`config.mk`:
```
export PLATFORM = sky130hd
export DESIGN_NAME = dpll_mode_ctrl
export DESIGN_NICKNAME = d
export VERILOG_FILES = /design/src/rtl/dmc_pkg.sv /design/src/rtl/dmc_cfg_decode.sv /design/src/rtl/dmc_cause_merge.sv /design/src/rtl/dmc_mode_fsm.sv /design/src/rtl/dmc_irq_flag.sv /design/src/rtl/dpll_mode_ctrl.sv
export SDC_FILE = /design/constraint.sdc
export NUM_CORES = 1
export LEC_CHECK = 0
export ABC_AREA = 0
export BUFFER_PORTS_ARGS = -buffer_cell sky130_fd_sc_hd__buf_2
export CORE_AREA = 2 2 39 41
export CTS_BUF_LIST = sky130_fd_sc_hd__clkbuf_16
export DETAILED_ROUTE_END_ITERATION = 10
export DIE_AREA = 0 0 41 43
export PLACE_DENSITY = 0.59
export REMOVE_ABC_BUFFERS = 1
export SYNTH_ARGS = -nofsm -noshare
export SYNTH_HDL_FRONTEND = slang
export SYNTH_SLANG_ARGS = --single-unit
```
`constraint.sdc`:
```
create_clock -name clk -period 1.5 [get_ports clk]
set_input_delay 0 -clock clk [delete_from_list [all_inputs] [get_ports clk]]
set_output_delay 0 -clock clk [all_outputs]
set_load 0.05 [all_outputs]
```
`src/rtl/dmc_pkg.sv`:
```
package dmc_pkg;

  localparam int MODE_W = 3;

  typedef enum logic [MODE_W-1:0] {
    MODE_FREE = 3'b001,
    MODE_HOLD = 3'b010,
    MODE_LOCK = 3'b100
  } mode_e;

  localparam logic [MODE_W-1:0] CFG_AUTO = 3'b000;

  // True when the control code pins the path to one mode.
  function automatic logic cfg_is_forced(input logic [MODE_W-1:0] code);
    return (code == 3'b001) || (code == 3'b010) || (code == 3'b100);
  endfunction

  // Mode that a forced control code requests.
  function automatic mode_e cfg_mode(input logic [MODE_W-1:0] code);
    case (code)
      3'b010:  return MODE_HOLD;
      3'b100:  return MODE_LOCK;
      default: return MODE_FREE;
    endcase
  endfunction

  // Automatic sequencing step.
  function automatic mode_e auto_step(input mode_e cur, input logic sel,
                                      input logic none, input logic cause);
    mode_e nxt;
    nxt = cur;
    case (cur)
      MODE_FREE: if (sel) nxt = MODE_LOCK;
      MODE_LOCK: if (cause) nxt = MODE_HOLD;
      MODE_HOLD: begin
        if (sel)       nxt = MODE_LOCK;
        else if (none) nxt = MODE_FREE;
      end
      default:   nxt = MODE_FREE;
    endcase
    return nxt;
  endfunction

endpackage

```
`src/rtl/dmc_cfg_decode.sv`:
```
module dmc_cfg_decode
  import dmc_pkg::*;
(
  input  logic [MODE_W-1:0] mode_cfg,
  output logic              cfg_forced,
  output mode_e             cfg_target
);
  always_comb begin
    cfg_forced = cfg_is_forced(mode_cfg);
    cfg_target = cfg_mode(mode_cfg);
  end
endmodule

```
`src/rtl/dmc_cause_merge.sv`:
```
module dmc_cause_merge #(
  parameter int NUM_CAUSE = 4
) (
  input  logic [NUM_CAUSE-1:0] cause,
  output logic                 any_cause
);
  logic [NUM_CAUSE:0] chain;
  assign chain[0] = 1'b0;
  for (genvar i = 0; i < NUM_CAUSE; i++) begin : g_or
    assign chain[i+1] = chain[i] | cause[i];
  end
  assign any_cause = chain[NUM_CAUSE];
endmodule

```
`src/rtl/dmc_mode_fsm.sv`:
```
module dmc_mode_fsm
  import dmc_pkg::*;
(
  input  logic  clk,
  input  logic  rst_n,
  input  logic  cfg_forced,
  input  mode_e cfg_target,
  input  logic  sel_evt,
  input  logic  none_sel,
  input  logic  any_cause,
  output mode_e mode_q,
  output mode_e mode_nxt,
  output logic  mode_chg
);
  always_comb begin
    if (cfg_forced) mode_nxt = cfg_target;
    else            mode_nxt = auto_step(mode_q, sel_evt, none_sel, any_cause);
    mode_chg = (mode_nxt != mode_q);
  end

  always_ff @(posedge clk or negedge rst_n) begin
    if (!rst_n) mode_q <= MODE_FREE;
    else        mode_q <= mode_nxt;
  end
endmodule

```
`src/rtl/dmc_irq_flag.sv`:
```
module dmc_irq_flag (
  input  logic clk,
  input  logic rst_n,
  input  logic set_evt,
  input  logic clr_evt,
  output logic flag_q
);
  always_ff @(posedge clk or negedge rst_n) begin
    if (!rst_n)       flag_q <= 1'b0;
    else if (set_evt) flag_q <= 1'b1;
    else if (clr_evt) flag_q <= 1'b0;
  end
endmodule

```
`src/rtl/dpll_mode_ctrl.sv`:
```
module dpll_mode_ctrl
  import dmc_pkg::*;
#(
  parameter int NUM_CAUSE = 4
) (
  input  logic                 clk,
  input  logic                 rst_n,
  input  logic [2:0]           mode_cfg,
  input  logic                 ref_sel_evt,
  input  logic                 no_ref,
  input  logic [NUM_CAUSE-1:0] sw_cause,
  input  logic                 irq_en,
  input  logic                 irq_clr,
  output logic [2:0]           mode_sts,
  output logic                 mode_irq
);
  logic  cfg_forced;
  mode_e cfg_target;
  logic  any_cause;
  mode_e mode_q;
  mode_e mode_nxt;
  logic  mode_chg;
  logic  irq_set;

  dmc_cfg_decode u_dec (
    .mode_cfg  (mode_cfg),
    .cfg_forced(cfg_forced),
    .cfg_target(cfg_target)
  );

  dmc_cause_merge #(.NUM_CAUSE(NUM_CAUSE)) u_merge (
    .cause    (sw_cause),
    .any_cause(any_cause)
  );

  dmc_mode_fsm u_fsm (
    .clk       (clk),
    .rst_n     (rst_n),
    .cfg_forced(cfg_forced),
    .cfg_target(cfg_target),
    .sel_evt   (ref_sel_evt),
    .none_sel  (no_ref),
    .any_cause (any_cause),
    .mode_q    (mode_q),
    .mode_nxt  (mode_nxt),
    .mode_chg  (mode_chg)
  );

  assign irq_set = mode_chg & irq_en;

  dmc_irq_flag u_irq (
    .clk    (clk),
    .rst_n  (rst_n),
    .set_evt(irq_set),
    .clr_evt(irq_clr),
    .flag_q (mode_irq)
  );

  assign mode_sts = mode_q;
endmodule

```
==> impl_results.md, run 1 <==
* Row count at 14
* Top Ports at 17
* Buf/Inv on CP at 1
* Via/cell ratio at around 4.8
* Syn Area/Cell at approximately 9.4 um2
* Pre-Repair DR Iteration Count at 4
* Fill cells at between 100 and 150
* Worst-path fanout max at 6
* Initial antenna violation count at 0
* First-pass GRT wire length at about 1300 um
* Core area at about 0.0014 mm2
* Routed length per instance at 11.37 um
* Worst-path cell chain: inv_2 -> a31oi_2 -> o22ai_1 -> o32ai_2 -> and2_1 -> o311ai_2
* Largest stage delay, worst path at 0.62 ns
* Sequential-to-total area share from yosys stat at between 20% and 30%
* Area grow syn2layout at 82.99%
* Cell Int Power at slightly above 700 uW
* Routed Antenna Nets at 0
* Die H at about 43 um
* Leak at ~0.31 nW
* Worst slew pin tran at roughly 0.30 ns
* Family with the most delay on the worst path: compound AO/OA/AOI/OAI gates
* Setup ws final at -0.2115 ns
* CP Data Required Time at roughly 1.6 ns
* Failing checks: negative setup slack
* Clock buffer depth at 2
* Netlist Area Pre-Place at roughly 370 um2
* DP Wirelength at about 680 um
* CTS buffer count at 3
* Setup violators final at 2
* Status: finished with violations
* Die X at just over 40 um
* Clock Power Share at 39.7%
* Total Nets Final at 85
* Netlist cell types at 24
* CTS H-tree depth at 1
* Final Max Tran Viols at 0
* Pin count of the biggest net entering global routing at 9
* Comb power frac at between 40% and 50%
* Net Sw Frac at about a third
* Clk_skew at ~0.0057 ns
* Slew headroom at 79.79%
* Synth Instances at 39
* Power per cell area at between 1500 and 2000 mW/mm2
* RSZ-0062 raised after global routing: yes
* Period utilisation layout at 114.1%
* Placed Area at 505.5 um2
* Fmax at a little under 600 MHz
* Drt drc at 0
* Skew-Pair Late Insertion Delay at 0.23 ns
* Vias at roughly 420
* I/O Buffers at 16
* Register area at just over 100 um2
* Vias in the first global route at 319
* Worst Path Arrival at approximately 1.8 ns
* Setup crit end kind: register
* Overall routed net length at between 900 and 1000 um
* Initial core utilization at about a quarter
* Crit start category: register
* Synth Warn # at 0
* TNS Setup at -0.2346 ns
* Max cap viols at 0
* Overall routing resource usage at 11.24%
* Global placer's final weighted congestion at approximately 0.73
* Clock Sinks at 4
* Sequential power share at approximately 17%
* # diodes at 0
* Root buffer cell: clkbuf_16
* Clk slew on worst S/H paths at approximately 0.03 ns
* Multi-input logic area at between 200 and 300 um2
* P_sw at between 300 and 400 uW
* Worst min path class: input pin to register
* Worst IR Drop VDD at roughly 0.73 mV
* TritonCTS clock tree: yes
* Overflow after GRT at 0
* Setup CP Type: register to register
* Layout cells sized above 1 at 64.79%
* Slowest cell on crit path: dfstp_2
* Design area at 673.1 um2
* Synthesized flop and latch total at 4
* Final Hold Violating Endpoints at 0
* Die ar. at 0.001763 mm2
* Crit path time final at between 1.5 and 2 ns
* Detailed router's first-iteration violation count at 2
## kinds of logic after synthesis
| family | after synthesis | share of synthesized area [%] |
|---|---|---|
| and+or+nand+nor | 17 | 29.93 |
| AOI/OAI and AO/OA | 13 | 33.33 |
| buffers and inverters | 2 | 2.042 |
| xor gates and xnor gates | 3 | 7.144 |
| DFF | 4 | 27.55 |
## flip-flops by register name, indices dropped and copies added, names as in the netlist
name / count
u_irq.flag_q: 1
u_fsm.mode_q: 3
## worst register-to-register path: cells and delay by family, from the launching register on
family          cells  cell delay, ns
flops               1            0.62
buf+inv             1            0.06
simple gates        1            0.19
compound gates      4            0.70
## power groups by stage
stage | Combinational, mW | Sequential, mW | Clock (mW)
finish | 0.467 | 0.182 | 0.428
detailed placement | 0.370 | 0.177 | 0
global placement | 0.368 | 0.176 | 0
global route | 0.502 | 0.186 | 0.447
CTS | 0.381 | 0.176 | 0.438
floorplan | 0.160 | 0.268 | 0
## metal layers
metal / GRT usage, % / part of all wire, % / vias up
met3: 6.283 / 6.9 / 0
met5: 0 / 0 / -
li1: - / - / 213
met1: 13.18 / 42 / 191
met4: 6.000 / 0 / 0
met2: 15.63 / 51 / 11
## cell usage after synthesis
library cell	instances	area, um2
a21o_1	2	15.01
a21oi_1	1	5.000
a22o_2	1	10.01
a31oi_1	1	6.260
a32oi_2	1	16.27
and2_1	1	6.260
and3b_2	1	10.01
dfrtp_1	3	75.07
dfstp_2	1	26.28
inv_1	2	7.510
nand2_1	4	15.01
nand2b_1	3	18.77
nand3b_1	1	7.510
nor2_1	2	7.510
o21ai_0	2	10.01
o221ai_2	1	15.01
o22ai_1	2	12.51
o311ai_2	1	16.27
o32ai_2	1	16.27
or2_2	2	12.51
or3b_4	1	11.26
or4_4	1	11.26
or4b_1	1	10.01
xnor2_1	3	26.28
## layout by cell type (no fill, tap or decap), types with 2 or more instances in the layout
cell and count:
a21o_1 2, buf_2 16, buf_4 11, clkbuf_16 3, dfrtp_1 2, inv_1 2
nand2_1 4, nand2b_1 3, nor2_1 2, o22ai_1 2, or2_2 2
## metrics by stage
stage / utilization [%] / total power [mW] / cells / worst slack (ns) / hold slack [ns]
finish: 48.64 / 1.077 / 87 / -0.2115 / 0.08687
global route: 48.64 / 1.136 / 87 / -0.3009 / 0.1191
detailed placement: 36.53 / 0.5468 / 76 / -0.2176 / -0.1884
floorplan: - / 0.4288 / 39 / -0.4541 / -0.2956
global placement: 36.53 / 0.5440 / 76 / -0.2439 / -0.1904
CTS: 43.58 / 0.9952 / 82 / -0.1928 / 0.05133
## final cells by class
| class | instances | area share [%] |
|---|---|---|
| multi-input combinational | 33 | 43.31 |
| timing repair buffer | 28 | 25.65 |
| sequential | 4 | 15.24 |
| clock buffer | 3 | 11.15 |
| tap | 16 | 2.974 |
| inverter | 2 | 1.115 |
| clock inverter | 1 | 0.5576 |
## worst paths after layout
check,start,to,slack (ns),cells after the start
setup / recovery,u_fsm.mode_q[0],u_irq.flag_q,-0.21,6
hold / removal,irq_clr,u_irq.flag_q,0.09,3
setup reg to reg,u_fsm.mode_q[0],u_irq.flag_q,-0.21,6
hold reg to reg,u_irq.flag_q,u_irq.flag_q,0.50,2
max in group asynchronous,rst_n,u_fsm.mode_q[0],1.18,2
min in group asynchronous,rst_n,u_fsm.mode_q[2],0.10,2
## repair_timing
action / in CTS / in global routing
setup buffers: 1 / 5
pin swaps: 3 / 5
setup endpoints to repair: 1 / 1
hold buffers: 1 / 0
endpoints found under the hold margin: 4 / 0
resized for setup: 1 / 6
Note: power is estimated with default switching activity, not from simulation.
==> run 2: changes to the inputs <==
- SETUP_SLACK_MARGIN: default -> 0.15
==> impl_results.md, run 2 (same netlist as run 1, synthesis figures left out) <==
* Status: finished with violations
* Failing checks: negative setup slack
* Crit Reg-Reg Endpoint: u_irq.flag_q
* Die ar. at 0.001763 mm2 (unchanged)
* Global placer's final weighted congestion at 0.7295 (unchanged)
* Detailed router's first-iteration violation count at 2 (unchanged)
* Total power draw at 1.077 mW (unchanged)
* Root buffer cell: clkbuf_16
* Area grow syn2layout at 82.99% (unchanged)
* RR Startpoint: u_fsm.mode_q[0]
* Worst-path cell chain: inv_2 -> a31oi_2 -> o22ai_1 -> o32ai_2 -> and2_1 -> o311ai_2
* Crit start category: register
* Via/cell ratio at 4.770 (unchanged)
* Design area at 673.1 um2 (unchanged)
* FF-to-FF setup slack at -0.21 ns (about the same)
* R2r worst-path depth at 6 (unchanged)
* Row count at 14 (unchanged)
* I/O Buffers at 16 (unchanged)
* TNS Setup at -0.2346 ns (unchanged)
* First-pass GRT wire length at 1276 um (unchanged)
* Commonest non-fill, non-tap cell in the layout: buf_2
* Pre-Repair DR Iteration Count at 4 (unchanged)
* # diodes at 0 (unchanged)
* Final cell count without fillers at 87 (unchanged)
* Worst min path class: input pin to register
* Top Ports at 17 (unchanged)
* Worst-path fanout max at 6 (unchanged)
* Core area at 0.001384 mm2 (unchanged)
* Family with the most delay on the worst path: compound AO/OA/AOI/OAI gates
* Worst IR Drop VDD at 0.7331 mV (unchanged)
* Slew headroom at 79.79% (unchanged)
* Period utilisation layout at 114.1% (unchanged)
* Clock buffer depth at 2 (unchanged)
* Overall routed net length at 989 um (unchanged)
* Worst slew pin tran at 0.3032 ns (unchanged)
* Initial antenna violation count at 0 (unchanged)
* Final Hold Violating Endpoints at 0 (unchanged)
* Power per cell area at 1599 mW/mm2 (unchanged)
* DP Wirelength at 681.5 um (unchanged)
* Pin count of the biggest net entering global routing at 9 (unchanged)
* Critical Path Stages at 6 (unchanged)
* Drt drc at 0 (unchanged)
* Vias in the first global route at 319 (unchanged)
* Fmax at 584.3 MHz (unchanged)
* Final Max Tran Viols at 0 (unchanged)
* Max cap viols at 0 (unchanged)
* Buf/Inv on CP at 1 (unchanged)
* Clock Sinks at 4 (unchanged)
* CP Data Required Time at 1.60 ns (about the same)
* Largest stage delay, worst path at 0.62 ns (about the same)
* Placed Area at 505.5 um2 (unchanged)
* Vias at 415 (unchanged)
* Setup crit end kind: register
* Placed cell count at 76 (unchanged)
* TritonCTS clock tree: yes
* Overflow after GRT at 0 (unchanged)
* RSZ-0062 raised after global routing: yes
* Layout cells sized above 1 at 64.79% (unchanged)
* Routed length per instance at 11.37 um (unchanged)
* Utilization after layout at 48.64% (unchanged)
* Setup ws final at -0.2115 ns (unchanged)
* Most frequent cells in the layout: buf_2, buf_4, nand2_1
* Skew-Pair Late Insertion Delay at 0.23 ns (about the same)
* Setup violators final at 2 (unchanged)
* CTS buffer count at 3 (unchanged)
* Worst Path Arrival at 1.81 ns (about the same)
* Hold-critical path endpoint: u_irq.flag_q
* Clk_skew at 0.005658 ns (unchanged)
* Max reg flops at 3 (unchanged)
* Total Nets Final at 85 (unchanged)
* Hold_sp: irq_clr
* Crit path time final at 1.712 ns (unchanged)
* Top flop regs: u_fsm.mode_q x3, u_irq.flag_q x1
* Setup CP Type: register to register
* Die H at 43 um (unchanged)
* Leak at 0.3145 nW (unchanged)
* Initial core utilization at 26.58% (unchanged)
* CTS H-tree depth at 1 (unchanged)
* Routed Antenna Nets at 0 (unchanged)
* Clk slew on worst S/H paths at 0.03 ns (about the same)
* Slowest cell on crit path: dfstp_2
* Die X at 41 um (unchanged)
* Hold Path Depth at 3 (unchanged)
* Reg with most FFs: u_fsm.mode_q
* Overall routing resource usage at 11.24% (unchanged)
[run 2: tightest hold or removal path: cells and delay by family]
family                 cells  cell delay [ns]
AO/OA/AOI/OAI              1             0.09
AND/OR/NAND/NOR            1             0.11
buffers and inverters      1             0.07
[run 2: area by class of cell]
| type | instances | area (um2) |
|---|---|---|
| clock inverter | 1 | 3.754 |
| multi-input combinational | 33 | 291.5 |
| inverter | 2 | 7.507 |
| tap | 16 | 20.02 |
| timing repair buffer | 28 | 172.7 |
| fill | 137 | 710.7 |
| clock buffer | 3 | 75.07 |
| sequential | 4 | 102.6 |
[run 2: power breakdown]
group / leakage, nW / internal (mW) / switching (mW)
sequential: 0.0461 / 0.142 / 0.0399
combinational: 0.226 / 0.232 / 0.236
clock: 0.0423 / 0.345 / 0.0828
total: 0.314 / 0.718 / 0.358
[run 2: stage by stage]
stage / hold WS [ns] / setup slack (ns)
after detailed placement: -0.1884 / -0.2176
final: 0.08687 / -0.2115
after global placement: -0.1904 / -0.2439
after CTS: 0.05133 / -0.1928
after global routing: 0.1191 / -0.3009
after floorplan: -0.2956 / -0.4541
[run 2: repair_timing]
action,4_1_cts,5_1_grt
endpoints found under the hold margin,4,0
setup endpoints to repair,2,3
pin swaps,3,5
buffers inserted,1,5
hold buffers,1,0
gates resized for setup,2,5
[run 2: how the worst max path moves through the flow]
stage,from,to,slack (ns)
after global routing,u_fsm.mode_q[1],u_irq.flag_q,-0.30
final,u_fsm.mode_q[0],u_irq.flag_q,-0.21
after global placement,u_fsm.mode_q[2],u_irq.flag_q,-0.24
after detailed placement,u_fsm.mode_q[2],u_irq.flag_q,-0.22
after CTS,u_fsm.mode_q[1],u_irq.flag_q,-0.19
after floorplan,u_fsm.mode_q[2],u_irq.flag_q,-0.45
[run 2: routing by layer]
layer / share of wire [%] / vias to the layer above / GRT usage, %
li1: - / 213 / -
met1: 42 / 191 / 13.18
met2: 51 / 11 / 15.63
met3: 6.9 / 0 / 6.283
met4: 0 / 0 / 6.000
met5: 0 / - / 0
